File: src/rtl/padcfg_pkg.sv
package padcfg_pkg;
  localparam int ADDR_W = 4;

  typedef enum logic [ADDR_W-1:0] {
    REG_LOCK   = 4'd0,
    REG_COMMIT = 4'd1,
    REG_ALT    = 4'd2,
    REG_PULLUP = 4'd3,
    REG_PULLDN = 4'd4,
    REG_DIGEN  = 4'd5,
    REG_DRV2   = 4'd6,
    REG_DRV4   = 4'd7,
    REG_DRV8   = 4'd8
  } regIdx_e;

  typedef struct packed {
    logic wrCommit;
    logic wrAlt;
    logic wrPullUp;
    logic wrPullDn;
    logic wrDigEn;
    logic wrDrv2;
    logic wrDrv4;
    logic wrDrv8;
  } cfgStrobe_t;
endpackage

File: src/rtl/padcfg_ctrl.sv
module padcfg_ctrl
  import padcfg_pkg::*;
#(
  parameter int DATA_W = 32,
  parameter logic [DATA_W-1:0] UNLOCK_KEY = 32'h4C4F434B
) (
  input  logic              clk,
  input  logic              rstN,
  input  logic              wrEn,
  input  logic [ADDR_W-1:0] addr,
  input  logic [DATA_W-1:0] wrData,
  output cfgStrobe_t        strobe,
  output logic              isLocked
);
  always_ff @(posedge clk or negedge rstN) begin
    if (!rstN) begin
      isLocked <= 1'b1;
    end else if (wrEn) begin
      if (addr == REG_LOCK)        isLocked <= (wrData != UNLOCK_KEY);
      else if (addr == REG_COMMIT) isLocked <= 1'b1;
    end
  end

  always_comb begin
    strobe          = '0;
    strobe.wrCommit = wrEn && (addr == REG_COMMIT) && !isLocked;
    strobe.wrAlt    = wrEn && (addr == REG_ALT);
    strobe.wrPullUp = wrEn && (addr == REG_PULLUP);
    strobe.wrPullDn = wrEn && (addr == REG_PULLDN);
    strobe.wrDigEn  = wrEn && (addr == REG_DIGEN);
    strobe.wrDrv2   = wrEn && (addr == REG_DRV2);
    strobe.wrDrv4   = wrEn && (addr == REG_DRV4);
    strobe.wrDrv8   = wrEn && (addr == REG_DRV8);
  end


  key_unlock_chk: assert property (@(posedge clk) disable iff (!rstN)
    (wrEn && addr == REG_LOCK && wrData == UNLOCK_KEY) |=> !isLocked);

  bad_key_lock_chk: assert property (@(posedge clk) disable iff (!rstN)
    (wrEn && addr == REG_LOCK && wrData != UNLOCK_KEY) |=> isLocked);

  commit_relock_chk: assert property (@(posedge clk) disable iff (!rstN)
    (wrEn && addr == REG_COMMIT) |=> isLocked);
endmodule

File: src/rtl/padcfg_regs.sv
module padcfg_regs
  import padcfg_pkg::*;
#(
  parameter int PORT_W = 8,
  parameter int DATA_W = 32,
  parameter logic [PORT_W-1:0] COMMIT_RESET = '1
) (
  input  logic              clk,
  input  logic              rstN,
  input  cfgStrobe_t        strobe,
  input  logic [ADDR_W-1:0] addr,
  input  logic [DATA_W-1:0] wrData,
  input  logic              isLocked,
  output logic [PORT_W-1:0] commitMask,
  output logic [PORT_W-1:0] altFunc,
  output logic [PORT_W-1:0] pullUp,
  output logic [PORT_W-1:0] pullDn,
  output logic [PORT_W-1:0] digEn,
  output logic [PORT_W-1:0] drv2,
  output logic [PORT_W-1:0] drv4,
  output logic [PORT_W-1:0] drv8,
  output logic [DATA_W-1:0] rdData
);
  localparam int PAD_W = DATA_W - PORT_W;

  logic [PORT_W-1:0] wrBits, gatedSet;
  logic [PORT_W-1:0] next4, next8;
  logic              anyDrvWr;

  assign wrBits   = wrData[PORT_W-1:0];
  assign gatedSet = wrBits & commitMask;

  function automatic logic [PORT_W-1:0] mergeGated(input logic [PORT_W-1:0] oldVal,
                                                   input logic [PORT_W-1:0] newVal,
                                                   input logic [PORT_W-1:0] mask);
    return (oldVal & ~mask) | (newVal & mask);
  endfunction

  // the 2 mA bit is always the complement of the other two, so only the
  // 4 and 8 mA next values need working out
  always_comb begin
    next4    = drv4;
    next8    = drv8;
    anyDrvWr = strobe.wrDrv2 | strobe.wrDrv4 | strobe.wrDrv8;
    if (strobe.wrDrv2) begin
      next4 = drv4 & ~wrBits;
      next8 = drv8 & ~wrBits;
    end else if (strobe.wrDrv4) begin
      next4 = wrBits;
      next8 = drv8 & ~wrBits;
    end else if (strobe.wrDrv8) begin
      next4 = drv4 & ~wrBits;
      next8 = wrBits;
    end
  end

  always_ff @(posedge clk or negedge rstN) begin
    if (!rstN) begin
      commitMask <= COMMIT_RESET;
      altFunc    <= '0;
      pullUp     <= '0;
      pullDn     <= '0;
      digEn      <= '0;
      drv2       <= '1;
      drv4       <= '0;
      drv8       <= '0;
    end else begin
      if (strobe.wrCommit) commitMask <= wrBits;
      if (strobe.wrAlt)    altFunc    <= mergeGated(altFunc, wrBits, commitMask);
      if (strobe.wrDigEn)  digEn      <= mergeGated(digEn, wrBits, commitMask);
      if (strobe.wrPullUp) begin
        pullUp <= mergeGated(pullUp, wrBits, commitMask);
        pullDn <= pullDn & ~gatedSet;
      end
      if (strobe.wrPullDn) begin
        pullDn <= mergeGated(pullDn, wrBits, commitMask);
        pullUp <= pullUp & ~gatedSet;
      end
      if (anyDrvWr) begin
        drv4 <= next4;
        drv8 <= next8;
        drv2 <= ~(next4 | next8);
      end
    end
  end

  always_comb begin
    case (addr)
      REG_LOCK:   rdData = {{(DATA_W-1){1'b0}}, isLocked};
      REG_COMMIT: rdData = {{PAD_W{1'b0}}, commitMask};
      REG_ALT:    rdData = {{PAD_W{1'b0}}, altFunc};
      REG_PULLUP: rdData = {{PAD_W{1'b0}}, pullUp};
      REG_PULLDN: rdData = {{PAD_W{1'b0}}, pullDn};
      REG_DIGEN:  rdData = {{PAD_W{1'b0}}, digEn};
      REG_DRV2:   rdData = {{PAD_W{1'b0}}, drv2};
      REG_DRV4:   rdData = {{PAD_W{1'b0}}, drv4};
      REG_DRV8:   rdData = {{PAD_W{1'b0}}, drv8};
      default:    rdData = '0;
    endcase
  end


  pull_excl_chk: assert property (@(posedge clk) disable iff (!rstN)
    (pullUp & pullDn) == '0);

  for (genvar p = 0; p < PORT_W; p++) begin : g_pinChk

    drv_onehot_chk: assert property (@(posedge clk) disable iff (!rstN)
      $countones({drv2[p], drv4[p], drv8[p]}) == 1);
  end
endmodule

File: src/rtl/padcfg_bank.sv
module padcfg_bank
  import padcfg_pkg::*;
#(
  parameter int PORT_W = 8,
  parameter int DATA_W = 32,
  parameter logic [PORT_W-1:0] COMMIT_RESET = '1,
  parameter logic [DATA_W-1:0] UNLOCK_KEY = 32'h4C4F434B
) (
  input  logic              clk,
  input  logic              rstN,
  input  logic              wrEn,
  input  logic [ADDR_W-1:0] addr,
  input  logic [DATA_W-1:0] wrData,
  output logic [DATA_W-1:0] rdData,
  output logic [PORT_W-1:0] altFuncOut,
  output logic [PORT_W-1:0] pullUpOut,
  output logic [PORT_W-1:0] pullDownOut,
  output logic [PORT_W-1:0] digEnOut,
  output logic [PORT_W-1:0] drv2Out,
  output logic [PORT_W-1:0] drv4Out,
  output logic [PORT_W-1:0] drv8Out
);
  cfgStrobe_t        strobe;
  logic              lockState;
  logic [PORT_W-1:0] commitMask;

  padcfg_ctrl #(.DATA_W(DATA_W), .UNLOCK_KEY(UNLOCK_KEY)) u_ctrl (
    .clk(clk), .rstN(rstN), .wrEn(wrEn), .addr(addr), .wrData(wrData),
    .strobe(strobe), .isLocked(lockState)
  );

  padcfg_regs #(.PORT_W(PORT_W), .DATA_W(DATA_W), .COMMIT_RESET(COMMIT_RESET)) u_regs (
    .clk(clk), .rstN(rstN), .strobe(strobe), .addr(addr), .wrData(wrData),
    .isLocked(lockState), .commitMask(commitMask),
    .altFunc(altFuncOut), .pullUp(pullUpOut), .pullDn(pullDownOut),
    .digEn(digEnOut), .drv2(drv2Out), .drv4(drv4Out), .drv8(drv8Out),
    .rdData(rdData)
  );


  commit_hold_chk: assert property (@(posedge clk) disable iff (!rstN)
    (wrEn && addr == REG_COMMIT && lockState) |=> $stable(commitMask));

  gated_alt_chk: assert property (@(posedge clk) disable iff (!rstN)
    (wrEn && addr == REG_ALT) |=>
      ((altFuncOut ^ $past(altFuncOut)) & ~$past(commitMask)) == '0);

  gated_digen_chk: assert property (@(posedge clk) disable iff (!rstN)
    (wrEn && addr == REG_DIGEN) |=>
      ((digEnOut ^ $past(digEnOut)) & ~$past(commitMask)) == '0);
endmodule

File: config.mk
export PLATFORM = sky130hd
export DESIGN_NAME = padcfg_bank
export DESIGN_NICKNAME = d
export VERILOG_FILES = /design/src/rtl/padcfg_pkg.sv /design/src/rtl/padcfg_ctrl.sv /design/src/rtl/padcfg_regs.sv /design/src/rtl/padcfg_bank.sv
export SDC_FILE = /design/constraint.sdc
export NUM_CORES = 1
export LEC_CHECK = 0
export BUFFER_PORTS_ARGS = -buffer_cell sky130_fd_sc_hd__buf_4
export CAP_MARGIN = 10
export CORE_MARGIN = 2
export CORE_UTILIZATION = 56
export DETAILED_ROUTE_END_ITERATION = 16
export PLACE_DENSITY = 0.87
export SLEW_MARGIN = 20
export SYNTH_ARGS = -nofsm -noshare
export SYNTH_HDL_FRONTEND = slang
export SYNTH_HIERARCHICAL = 1
export SYNTH_SLANG_ARGS = --single-unit
File: constraint.sdc
create_clock -name clk -period 2.39 [get_ports clk]
set_clock_uncertainty 0.2 [all_clocks]
set_input_delay 0.239 -clock clk [delete_from_list [all_inputs] [get_ports clk]]
set_output_delay 0.239 -clock clk [all_outputs]
set_load 0.02 [all_outputs]
Word-level counts from Yosys, hierarchy flattened
Index checks and enable logic that the tools add are counted.
Cells by class
  eq/ne operators: 9
  bitwise operators: 20
  reductions and logical operators: 14
  mux-type cells: 13
Operators by type and width (number)
  8-bit 2-to-1 mux: 10
  8-bit AND: 9
  8-bit case mux with 9 select lines: 1
  8-bit bitwise OR: 5
  32-bit by 31-bit != test with 1-bit output (second input constant): 1
  8-bit NOT: 4
  4-bit by 3-bit == test with 1-bit output (second input constant): 4
  1-bit logical AND: 9
  4-bit by 2-bit == test with 1-bit output (second input constant): 2
  4-bit by 1-bit == test with 1-bit output (second input constant): 1
  4-bit == test (second input constant): 1
  4-bit logical NOT: 1
  2-bit nonzero test: 2
  1-bit 2-to-1 mux: 2
  1-bit bitwise OR: 2
  2-bit AND reduction: 1
  1-bit logical NOT: 1
Storage, ports and cells
  logic and storage cells: 65
  flip-flop bits (word level): 65
  output and inout bits: 88

Depth between registers and ports, before layout
Gate-level depths: netlist (run 1).
  word-level depth: 7
  gate-level depth with buffers: 8
  depth with buffers taken out: 6

By module
Netlist (run 1), hierarchy kept.
Modules (own cells, without submodules)
  padcfg_regs: area an instance 3764.9 um^2, seq. area each 1621.6 um^2, times used 1, cells an instance 409
  padcfg_ctrl: area an instance 229.0 um^2, seq. area each 26.3 um^2, times used 1, cells an instance 30

Worst setup path before layout (run 1)
No wires, ideal clock.
  path type: input-to-reg
  from: input port addr[3]
  to: register with a tool-made name
  setup time: 121 ps
  data arrival time: 1534 ps
  cell stages on the path: 6
  slack: 535 ps
  cell sequence: or3b_4 nor2_1 clkbuf_1 clkbuf_1 o21ai_0 a22o_1
RTL lines
  start: declaration: RTL line padcfg_bank.sv:12  | input logic [ADDR_W-1:0] addr,

Worst setup path after layout (run 1)
  from: register u_regs.drv4[2]
  to: output port rdData[2]
On the way
  word-level cells in the longest chain between the ends: 1
RTL lines
  start: declaration: RTL line padcfg_regs.sv:20  | output logic [PORT_W-1:0] drv4,
  start signal: assignment: RTL line padcfg_regs.sv:80  | drv4 <= next4;
  8-bit case mux with 9 select lines: RTL line padcfg_regs.sv:88  | case (addr)
  end: declaration: RTL line padcfg_bank.sv:14  | output logic [DATA_W-1:0] rdData,
Every way passes these cells.

==> impl_metrics.json, run 1 <==
{
  "n_antenna_cell": 0,
  "worstPathArrival_ns": 1.91,
  "route.detailed.wl_per_inst_um": 18.48,
  "synth-main-ff-cell": "sky130_fd_sc_hd__dfrtp_1",
  "grt_first_pass_wirelength_um": 18240,
  "clock_tree_from_tritoncts": "done",
  "placementRows": 30,
  "synth-compound-area-share_pct": 17.92,
  "worst_slew_margin_rel_pct": 45.02,
  "clock_sink_count": 65,
  "rrSetupSlack_ns": 1.01,
  "pin_count_of_the_biggest_net_entering_global_routing": 66,
  "yosysTopAreaCellShare_pct": 30.08,
  "post_synth_and_or_nand_nor_area_fraction_pct": 19.11,
  "synth.area.mux_share_pct": 12.47,
  "sum_neg_setup_slack_ns": 0,
  "grt_ovf": 0,
  "fp.coreArea_um2": 6832,
  "path_type_of_the_worst_setup_path": "reg2out",
  "worst_setup_path_end_kind": "primary output",
  "synth-async-reset-ratio_pct": 100.0,
  "syn_inst": 439,
  "via_per_inst": 6.042,
  "timing.final.crit_period_ns": 2.351,
  "syn-cell-area_um2": 3994,
  "nFillCells": 507,
  "layout_common_cells": "sky130_fd_sc_hd__buf_4 (114), sky130_fd_sc_hd__nand2_1 (55), sky130_fd_sc_hd__dfrtp_1 (47)",
  "grt_antenna_before_repair": 0,
  "number_of_slew_limit_violations_in_the_final_report": 0,
  "dominant_combinational_cell_family_by_area_after_synthesis": "simple AND/OR/NAND/NOR gates",
  "synth_sequential_area_ratio_pct": 41.26,
  "unrepaired_setup_endpoints_after_global_routing": "no",
  "final-setup-viol-count": 0,
  "synth-xor-area-share_pct": 0,
  "die_h_um": 88.45,
  "areaGrowthSynthToFinish_pct": 25.56,
  "grt_pass1_vias": 3695,
  "outcome": "completed",
  "synth_enable_flop_cells": 0,
  "maxCapViolations": 0,
  "worst_skew_pair.late_latency_ns": 0.36,
  "worst_ep_required_time_ns": 1.95,
  "synth_cell_types": 48,
  "hold_class": "in2reg",
  "dr_total_vias": 3885,
  "dr.pass1.iters": 5,
  "postRouteAntennaNets": 0,
  "port_buffers": 102,
  "gr-usage-all-layers_pct": 30.93,
  "maximum_buffer_depth_of_the_clock_tree": 2,
  "ys_seq_elements": 65,
  "synth.avg_cell_area_um2": 9.098,
  "total_leakage_power_nw": 2.259,
  "cts.clk_slew.worst_paths_ns": 0.07,
  "post_route_setup_slack_ns": 0.03879,
  "hold_viol": 0,
  "synth_area_leader_cell": "sky130_fd_sc_hd__dfrtp_1",
  "totalPowerFinal_w": 0.003342,
  "setup.worst_path.start_class": "flip-flop",
  "synthTopCellsByArea": "sky130_fd_sc_hd__dfrtp_1 (30%), sky130_fd_sc_hd__dfstp_2 (11%), sky130_fd_sc_hd__mux2_2 (8.5%)",
  "pwr_density_cell_nw_per_um2": 666.5,
  "ctsHtreeMaxLevel": 3,
  "die_width_um": 88.45,
  "ys.warnings.count": 6,
  "period_share_pct": 98.38,
  "synth_fa_ha_area_share_pct": 0,
  "route.detailed.drc": 0,
  "final_layout_size_suffix_gt1_share_pct": 34.73,
  "design.die.area_um2": 7823,
  "final_routed_wirelength_um": 11880,
  "root_buffer": "sky130_fd_sc_hd__clkbuf_8",
  "whs_ns": 0.01406,
  "floorplan.initialDensity_pct": 58.46,
  "finalWeightedCongestion": 0.9382,
  "cts_inserted_buffers": 9,
  "timing.fmax_ghz": 0.4253,
  "worst_ir_drop_vdd_mv": 0.4022,
  "crit_fanout": 6,
  "detailed_place_hpwl_um": 8388,
  "drt-initial-drc-count": 391,
  "finish.net_count": 581,
  "dp_worst_slack_ns": 0.2620,
  "ios": 127,
  "final_common_cell": "sky130_fd_sc_hd__buf_4",
  "worst_slew_pin_slew_ns": 0.8247
}
report_power, final:
group	total (W)	internal, W	switching, W
Clock	0.000936	0.000481	0.000455
Combinational	0.000914	0.000419	0.000494
Sequential	0.00149	0.00129	0.000200
Total	0.00334	0.00219	0.00115
Yosys cell counts, types with 2 or more instances:
cell type,number
sky130_fd_sc_hd__nand2_1,55
sky130_fd_sc_hd__dfrtp_1,48
sky130_fd_sc_hd__a21oi_1,33
sky130_fd_sc_hd__o21ai_0,32
sky130_fd_sc_hd__nor2_1,31
sky130_fd_sc_hd__mux2_2,30
sky130_fd_sc_hd__buf_4,26
sky130_fd_sc_hd__clkbuf_1,21
sky130_fd_sc_hd__nand2b_1,18
sky130_fd_sc_hd__dfstp_2,17
sky130_fd_sc_hd__nand3_1,16
sky130_fd_sc_hd__o22ai_1,14
sky130_fd_sc_hd__inv_1,11
sky130_fd_sc_hd__a211oi_1,8
sky130_fd_sc_hd__nor2b_1,8
sky130_fd_sc_hd__a22o_1,7
sky130_fd_sc_hd__a22oi_1,7
sky130_fd_sc_hd__a31oi_1,6
sky130_fd_sc_hd__mux4_2,6
sky130_fd_sc_hd__buf_2,4
sky130_fd_sc_hd__nor3_1,4
sky130_fd_sc_hd__nor4b_1,4
sky130_fd_sc_hd__a221oi_1,3
sky130_fd_sc_hd__and4b_1,2
sky130_fd_sc_hd__buf_6,2
sky130_fd_sc_hd__clkinv_1,2
sky130_fd_sc_hd__nand4_1,2
sky130_fd_sc_hd__or3_1,2
cells by family after synthesis:
group | after synthesis
AND/OR/NAND/NOR | 152
AO/OA/AOI/OAI | 117
buffers and inverters | 66
flip-flops | 65
multiplexers | 38
other | 1
what timing repair did:
action | 4_1_cts | 5_1_grt
gates resized for setup | 0 | 1
hold endpoints to repair | 62 | 0
endpoints found under the setup margin | 0 | 1
hold buffers | 8 | 0
setup buffers | 0 | 0
layer usage:
| layer | track usage (%) | up-vias | part of all wire [%] |
|---|---|---|---|
| li1 | - | 1727 | - |
| met1 | 41.46 | 1892 | 41 |
| met2 | 48.80 | 239 | 48 |
| met3 | 6.996 | 27 | 9.0 |
| met4 | 12.95 | 0 | 2.2 |
| met5 | 0 | - | 0 |
critical path, cell delays in order (launching register included):
cell                       delay (ns)
sky130_fd_sc_hd__dfrtp_2         0.45
sky130_fd_sc_hd__mux4_2          0.48
sky130_fd_sc_hd__a221oi_1        0.32
sky130_fd_sc_hd__a21oi_1         0.14
sky130_fd_sc_hd__buf_4           0.18
final timing paths:
check | startpoint | endpoint | cells past startpoint
max | u_regs/drv4[2] | rdData[2] | 4
min | wrData[7] | u_regs/commitMask[7] | 3
max reg2reg | u_ctrl/isLocked | u_regs/commitMask[0] | 3
min reg2reg | u_regs/drv2[4] | u_regs/drv2[4] | 2
max in group asynchronous | rstN | u_regs/drv4[2] | 2
min in group asynchronous | rstN | asynchronous set/reset pin | 2
area by class of cell:
type	instances	area, µm²	area share (%)
Timing Repair Buffer	122	935.9	18.66
Clock buffer	9	123.9	2.470
Multi-Input combinational cell	331	2067	41.22
Tap cell	96	120.1	2.395
Clock inverter	7	70.07	1.397
Inverter	13	48.80	0.9731
Sequential cell	65	1649	32.88
per-stage QoR:
step	area (µm²)	utilization [%]	cells
global route	5015	73.41	643
detailed placement	4740	69.38	619
floorplan	4080	-	462
CTS	5014	73.39	643
global placement	4740	69.38	619
finish	5015	73.41	643
Power figures use the tool's default switching activity.
==> inputs of run 2 (changes only) <==
--- a/config.mk
+++ b/config.mk
@@ -5,10 +5,12 @@
 export SDC_FILE = /design/constraint.sdc
 export NUM_CORES = 1
 export LEC_CHECK = 0
+export ABC_AREA = 1
 export BUFFER_PORTS_ARGS = -buffer_cell sky130_fd_sc_hd__buf_4
 export CAP_MARGIN = 10
 export CORE_MARGIN = 2
-export CORE_UTILIZATION = 56
+export CORE_UTILIZATION = 57
+export CTS_BUF_LIST = sky130_fd_sc_hd__clkbuf_4 sky130_fd_sc_hd__clkbuf_8 sky130_fd_sc_hd__clkbuf_16
 export DETAILED_ROUTE_END_ITERATION = 16
 export PLACE_DENSITY = 0.87
 export SLEW_MARGIN = 20
==> impl_metrics.json, run 2 <==
{
  "maxUsedRoutingLayer": "met4",
  "setup.worst_path.start_class": "input port",
  "outcome": "completed",
  "worst_ir_drop_vdd_mv": 0.3416,
  "areaGrowthSynthToFinish_pct": 24.15,
  "synth_cell_types": 26,
  "cell_internal_pwr_w": 0.002505,
  "worst_setup_path_end_kind": "primary output",
  "finalWeightedCongestion": 1.069,
  "sum_neg_setup_slack_ns": 0,
  "ff_latch_area_um2": 1648,
  "pin_count_of_the_biggest_net_entering_global_routing": 66,
  "root_buffer": "sky130_fd_sc_hd__clkbuf_8",
  "post_cts.repair.setup_buffers": 0,
  "worstPathArrival_ns": 1.45,
  "layout_common_cells": "sky130_fd_sc_hd__nand2_1 (243), sky130_fd_sc_hd__buf_4 (109), sky130_fd_sc_hd__nand3_1 (70)",
  "post_synth_most_frequent_cells": "sky130_fd_sc_hd__nand2_1 (243), sky130_fd_sc_hd__nand3_1 (70), sky130_fd_sc_hd__inv_1 (63), sky130_fd_sc_hd__nor2_1 (50), sky130_fd_sc_hd__dfrtp_1 (48)",
  "dr_wl_met3_um": 1080,
  "synth-main-ff-cell": "sky130_fd_sc_hd__dfrtp_1",
  "design.die.area_um2": 8265,
  "p_seq_share_pct": 40.3,
  "nFillCells": 605,
  "met2RoutedLength_um": 6196,
  "route.detailed.drc": 0,
  "worst_skew_pair.late_latency_ns": 0.35,
  "ys.warnings.count": 6,
  "gr-usage-all-layers_pct": 30.52,
  "detailed_place_hpwl_um": 9218,
  "worst_ep_required_time_ns": 1.95,
  "via_per_inst": 5.425,
  "syn-cell-area_um2": 4305,
  "unrepaired_setup_endpoints_after_global_routing": "no",
  "dr_total_vias": 4671,
  "worst_slew_pin_slew_ns": 0.8097,
  "postRouteAntennaNets": 0,
  "final_routed_wirelength_um": 12570,
  "power.switching_w": 0.001449,
  "wirelength_met1_um": 4972,
  "dp_worst_slack_ns": 0.3695,
  "period_share_pct": 78.98,
  "post-synth-top-count-cell": "sky130_fd_sc_hd__nand2_1",
  "ctsHtreeMaxLevel": 3,
  "grt_ovf": 0,
  "clock_tree_from_tritoncts": "done",
  "synth-async-reset-ratio_pct": 100.0,
  "ys_seq_elements": 65,
  "maxCapViolations": 0,
  "final-setup-viol-count": 0,
  "path_type_of_the_worst_setup_path": "in2out",
  "placementRows": 31,
  "final_common_cell": "sky130_fd_sc_hd__nand2_1",
  "yosysTopAreaCellShare_pct": 27.90,
  "dr.pass1.iters": 5,
  "multi_input_comb_area_um2": 2156,
  "synth_enable_flop_cells": 0,
  "postPlaceCellArea_um2": 5026,
  "maximum_buffer_depth_of_the_clock_tree": 2,
  "post_route_setup_slack_ns": 0.5024,
  "share_clk_of_total_power_pct": 27.2,
  "hold_viol": 0,
  "n_antenna_cell": 0,
  "synth_sequential_area_ratio_pct": 38.27,
  "placed_cells": 836,
  "route.detailed.wl_per_inst_um": 14.60,
  "timing.fmax_ghz": 0.5298,
  "port_buffers": 102,
  "grt_first_pass_wirelength_um": 20270,
  "pwr_density_cell_nw_per_um2": 739.7,
  "crit_fanout": 7,
  "cts.clk_slew.worst_paths_ns": 0.06,
  "power.switching_fraction_pct": 36.64,
  "drt-initial-drc-count": 434,
  "grt_pass1_vias": 4398,
  "cts_inserted_buffers": 9,
  "ctsResizeCount": 0,
  "die_width_um": 90.91,
  "worst_slew_margin_rel_pct": 46.02,
  "fin_cells": 861,
  "total_leakage_power_nw": 2.881,
  "clock_sink_count": 65,
  "syn_inst": 648,
  "finish.net_count": 796,
  "fin_area_um2": 5345,
  "holdBufCountCts": 9,
  "pwr-share-comb_pct": 32.5,
  "floorplan.initialDensity_pct": 59.04,
  "fp.coreArea_um2": 7292,
  "synth_area_leader_cell": "sky130_fd_sc_hd__dfrtp_1",
  "timing.final.crit_period_ns": 1.888,
  "ios": 127,
  "number_of_slew_limit_violations_in_the_final_report": 0,
  "final_layout_size_suffix_gt1_share_pct": 22.57,
  "synthTopCellsByArea": "sky130_fd_sc_hd__dfrtp_1 (28%), sky130_fd_sc_hd__nand2_1 (21%), sky130_fd_sc_hd__dfstp_2 (10%)",
  "die_h_um": 90.91,
  "whs_ns": 0.08696,
  "hold_class": "in2reg",
  "grt_antenna_before_repair": 0,
  "synth.avg_cell_area_um2": 6.644
}
## run 2: cell count changes after synthesis, sizes merged, moves of 8 or more
cell    change
nand3      +55
a21boi      +9
nand2     +193
a211oi      -8
nor2b       -8
buf         +8
mux2       -31
o22ai      -14
clkbuf     -18
inv        +63
nand2b     -18
nor2       +31
## run 2: critical path, cell delays in order
cell,delay (ns)
sky130_fd_sc_hd__buf_4,0.15
sky130_fd_sc_hd__nor2_2,0.19
sky130_fd_sc_hd__inv_1,0.07
sky130_fd_sc_hd__nor2_2,0.32
sky130_fd_sc_hd__nand2_1,0.09
sky130_fd_sc_hd__nand2_1,0.09
sky130_fd_sc_hd__nor2_1,0.06
sky130_fd_sc_hd__nand2_1,0.09
sky130_fd_sc_hd__buf_4,0.15
## run 2: power by group through the flow
stage               combinational, W  sequential (W)  clock, W
finish                       0.00129         0.00159   0.00108
global route                 0.00138         0.00162   0.00114
CTS                          0.00128         0.00159   0.00109
detailed placement           0.00126         0.00160         0
global placement             0.00124         0.00160         0
floorplan                   0.000478         0.00181         0
## run 2: final timing paths
path,startpoint,to,slack (ns),cells past startpoint
worst min register to register,u_regs/drv2[4],u_regs/drv2[4],0.29,2
worst min-delay path,wrData[15],u_ctrl/isLocked,0.09,7
worst max register to register,u_regs/commitMask[0],flip-flop,1.03,4
worst max-delay path,addr[1],rdData[1],0.50,9
max in group asynchronous,rstN,u_regs/drv8[1],1.12,2
min in group asynchronous,rstN,asynchronous set/reset pin,0.30,2
## run 2: logic make-up (layout without fill, tap and decap cells)
group                  after synthesis  count (layout)  share of synthesized area [%]
AO/OA/AOI/OAI                       79              79                          9.939
AND/OR/NAND/NOR                    386             386                          38.04
flip-flops                          65              65                          38.27
other                                1              24                        0.08710
buffers and inverters              117             208                          13.66
## run 2: stage by stage
stage / total power, W / util (%)
2_1_floorplan: 0.002283 / -
3_3_place_gp: 0.002840 / 68.93
3_5_place_dp: 0.002869 / 68.93
4_1_cts: 0.003961 / 73.30
5_1_grt: 0.004143 / 73.30
6_report: 0.003954 / 73.30
## run 2: final cells by class
type                    instances  area share, %
clock inverters                 5          1.451
clock buffers                  11          2.832
multi-input cells             489          40.33
flip-flops and latches         65          30.83
well taps                      99          2.317
inverters                      74          5.243
repair buffers                118          16.99
## run 2: routing by layer
| layer | track usage [%] | vias to the layer above |
|---|---|---|
| li1 | - | 2214 |
| met1 | 37.49 | 2141 |
| met2 | 53.67 | 287 |
| met3 | 4.341 | 29 |
| met4 | 12.75 | 0 |
| met5 | 0 | - |
==> inputs of run 3 (changes only) <==
--- a/config.mk
+++ b/config.mk
@@ -9,10 +9,10 @@
 export BUFFER_PORTS_ARGS = -buffer_cell sky130_fd_sc_hd__buf_4
 export CAP_MARGIN = 10
 export CORE_MARGIN = 2
-export CORE_UTILIZATION = 57
+export CORE_UTILIZATION = 47
 export CTS_BUF_LIST = sky130_fd_sc_hd__clkbuf_4 sky130_fd_sc_hd__clkbuf_8 sky130_fd_sc_hd__clkbuf_16
 export DETAILED_ROUTE_END_ITERATION = 16
-export PLACE_DENSITY = 0.87
+export PLACE_DENSITY = 0.77
 export SLEW_MARGIN = 20
 export SYNTH_ARGS = -nofsm -noshare
 export SYNTH_HDL_FRONTEND = slang
==> constraint.sdc (replaced) <==
create_clock -name clk -period 1.7 [get_ports clk]
set_clock_uncertainty 0.2 [all_clocks]
set_input_delay 0.17 -clock clk [delete_from_list [all_inputs] [get_ports clk]]
set_output_delay 0.17 -clock clk [all_outputs]
set_load 0.02 [all_outputs]
==> impl_metrics.json, run 3 (synthesized netlist as in run 2, its figures left out) <==
{
  "post_route_setup_slack_ns": -0.03733,
  "port_buffers": 102,
  "ctsHtreeMaxLevel": 3,
  "dr.pass1.iters": 5,
  "crit_fanout": 2,
  "number_of_slew_limit_violations_in_the_final_report": 0,
  "fin_cells": 934,
  "areaGrowthSynthToFinish_pct": 37.75,
  "critical_path.most_common_cell": "sky130_fd_sc_hd__nand2_1",
  "outcome": "complete, but fails checks",
  "grt_ovf": 0,
  "ios": 127,
  "pwr-share-comb_pct": 37.7,
  "finish.utilization_pct": 67.35,
  "pwr_density_cell_nw_per_um2": 935.8,
  "worst_hold_path.num_cells": 6,
  "total_leakage_power_nw": 3.193,
  "route.detailed.drc": 0,
  "unrepaired_setup_endpoints_after_global_routing": "yes",
  "setup.worst_path.start_class": "flip-flop",
  "pin_count_of_the_biggest_net_entering_global_routing": 32,
  "layout_common_cells": "sky130_fd_sc_hd__nand2_1 (239), sky130_fd_sc_hd__buf_4 (159), sky130_fd_sc_hd__nand3_1 (65)",
  "share_clk_of_total_power_pct": 22.3,
  "cts_inserted_buffers": 9,
  "maximum_buffer_depth_of_the_clock_tree": 2,
  "detailed_place_hpwl_um": 9765,
  "grt_pass1_vias": 4545,
  "rrSetupSlack_ns": 0.28,
  "cts.clk_slew.worst_paths_ns": 0.07,
  "gr-usage-all-layers_pct": 26.50,
  "worst_ep_required_time_ns": 1.33,
  "worstPathCellList": "nand2_1 -> nand2_1 -> nand2_1 -> nand2_2 -> nor2_2 -> nand2_2 -> buf_6",
  "placementRows": 34,
  "clock_tree_from_tritoncts": "done",
  "dr_total_vias": 4925,
  "p_seq_share_pct": 40.0,
  "floorplan.initialDensity_pct": 48.89,
  "path_type_of_the_worst_setup_path": "reg2out",
  "grt_antenna_before_repair": 0,
  "maxCapViolations": 0,
  "worstPathArrival_ns": 1.37,
  "via_per_inst": 5.273,
  "violations": "negative setup slack",
  "cell_internal_pwr_w": 0.003420,
  "drt-initial-drc-count": 407,
  "worst_skew_pair.late_latency_ns": 0.34,
  "slowest_delay_ns": 0.54,
  "holdCritStartpoint": "wrData[31]",
  "root_buffer": "sky130_fd_sc_hd__clkbuf_8",
  "die_width_um": 99.71,
  "design.die.area_um2": 9942,
  "worst_setup_path_end_kind": "primary output",
  "critical-path-slowest-cell": "sky130_fd_sc_hd__dfstp_2",
  "nFillCells": 750,
  "critical_path_cell_count": 7,
  "power.switching_w": 0.002130,
  "route.detailed.wl_per_inst_um": 14.50,
  "final_routed_wirelength_um": 13540,
  "final_layout_size_suffix_gt1_share_pct": 30.27,
  "postRouteAntennaNets": 0,
  "worstReg2RegStart": "u_regs/commitMask[3]",
  "hold_path_end": "u_ctrl/isLocked",
  "worstRegToRegCells": 5,
  "final-setup-viol-count": 1,
  "hold_viol": 0,
  "hold_class": "in2reg",
  "timing.fmax_ghz": 0.5756,
  "n_antenna_cell": 0,
  "power.switching_fraction_pct": 38.37,
  "finalWeightedCongestion": 0.9037,
  "critical-path-top-delay-family": "flip-flops",
  "clock_sink_count": 65,
  "placed_cells": 883,
  "timing.final.crit_period_ns": 1.737,
  "grt_first_pass_wirelength_um": 21050,
  "worst_ir_drop_vdd_mv": 0.3573,
  "die_h_um": 99.71,
  "fp.coreArea_um2": 8806,
  "finish.net_count": 860,
  "period_share_pct": 102.2,
  "final_common_cell": "sky130_fd_sc_hd__nand2_1",
  "count_of_buffering_cells_on_the_critical_path_with_inverters_included": 1
}
-- run 3: cell count changes in the layout (fill, tap and decap cells not counted), moves of 4 or more --
cell,delta
sky130_fd_sc_hd__nand2_2,+4
sky130_fd_sc_hd__buf_4,+50
sky130_fd_sc_hd__buf_12,+5
sky130_fd_sc_hd__nand2_1,-4
sky130_fd_sc_hd__nand3_1,-5
sky130_fd_sc_hd__nand3_2,+5
sky130_fd_sc_hd__buf_6,+9
-- run 3: worst max path at each step --
stage / from / end
after floorplan: addr[2] / u_regs/commitMask[5]
after global placement: addr[0] / u_regs/drv2[7]
after detailed placement: addr[0] / u_regs/drv8[6]
after CTS: u_ctrl/isLocked / rdData[0]
after global routing: u_ctrl/isLocked / rdData[0]
final: u_ctrl/isLocked / rdData[0]
-- run 3: power groups by stage --
stage	Combinational (W)	Sequential (W)	Clock, W
finish	0.00209	0.00222	0.00124
CTS	0.00193	0.00222	0.00125
detailed placement	0.00185	0.00226	0
floorplan	0.000671	0.00254	0
global placement	0.00181	0.00225	0
global route	0.00227	0.00226	0.00132
-- run 3: what timing repair did --
action | CTS | global route
hold buffers | 9 | 0
setup buffers | 10 | 18
setup endpoints to repair | 6 | 8
pin swaps | 1 | 33
hold endpoints to repair | 61 | 0
resized for setup | 3 | 22
-- run 3: final cells by class --
cell class / count / area (µm²) / share of cell area (%)
clock buffers: 12 / 152.6 / 2.574
clock inverters: 4 / 28.78 / 0.4852
inverters: 74 / 280.3 / 4.726
multi-input cells: 489 / 2200 / 37.09
flip-flops and latches: 65 / 1649 / 27.81
well taps: 108 / 135.1 / 2.278
repair buffers: 182 / 1485 / 25.04
-- run 3: metrics by stage --
step	setup TNS (ns)	setup WS [ns]	total power, W	instance area (µm²)	hold WS [ns]
after global placement	-0.2549	-0.05580	0.004068	5373	-0.06323
after CTS	-0.01846	-0.01846	0.005394	5727	0.01363
after detailed placement	-0.3022	-0.03923	0.004107	5373	-0.06443
after global routing	-0.2822	-0.1238	0.005842	5931	0.06128
after floorplan	0	0.2489	0.003210	4392	-0.3256
final	-0.03733	-0.03733	0.005550	5931	0.01195
-- run 3: routing by layer --
metal	vias up	share of wire (%)	GRT usage, %
li1	2331	-	-
met1	2283	40	34.06
met2	269	48	44.18
met3	42	7.9	3.584
met4	0	3.6	12.54
met5	-	0	0
-- run 3: worst reg2reg max path: stages (launching register included) --
cell and delay [ns]:
sky130_fd_sc_hd__dfstp_2 0.55, sky130_fd_sc_hd__buf_4 0.13, sky130_fd_sc_hd__nand2_1 0.07, sky130_fd_sc_hd__inv_1 0.08, sky130_fd_sc_hd__nand2_1 0.05, sky130_fd_sc_hd__a21boi_0 0.24
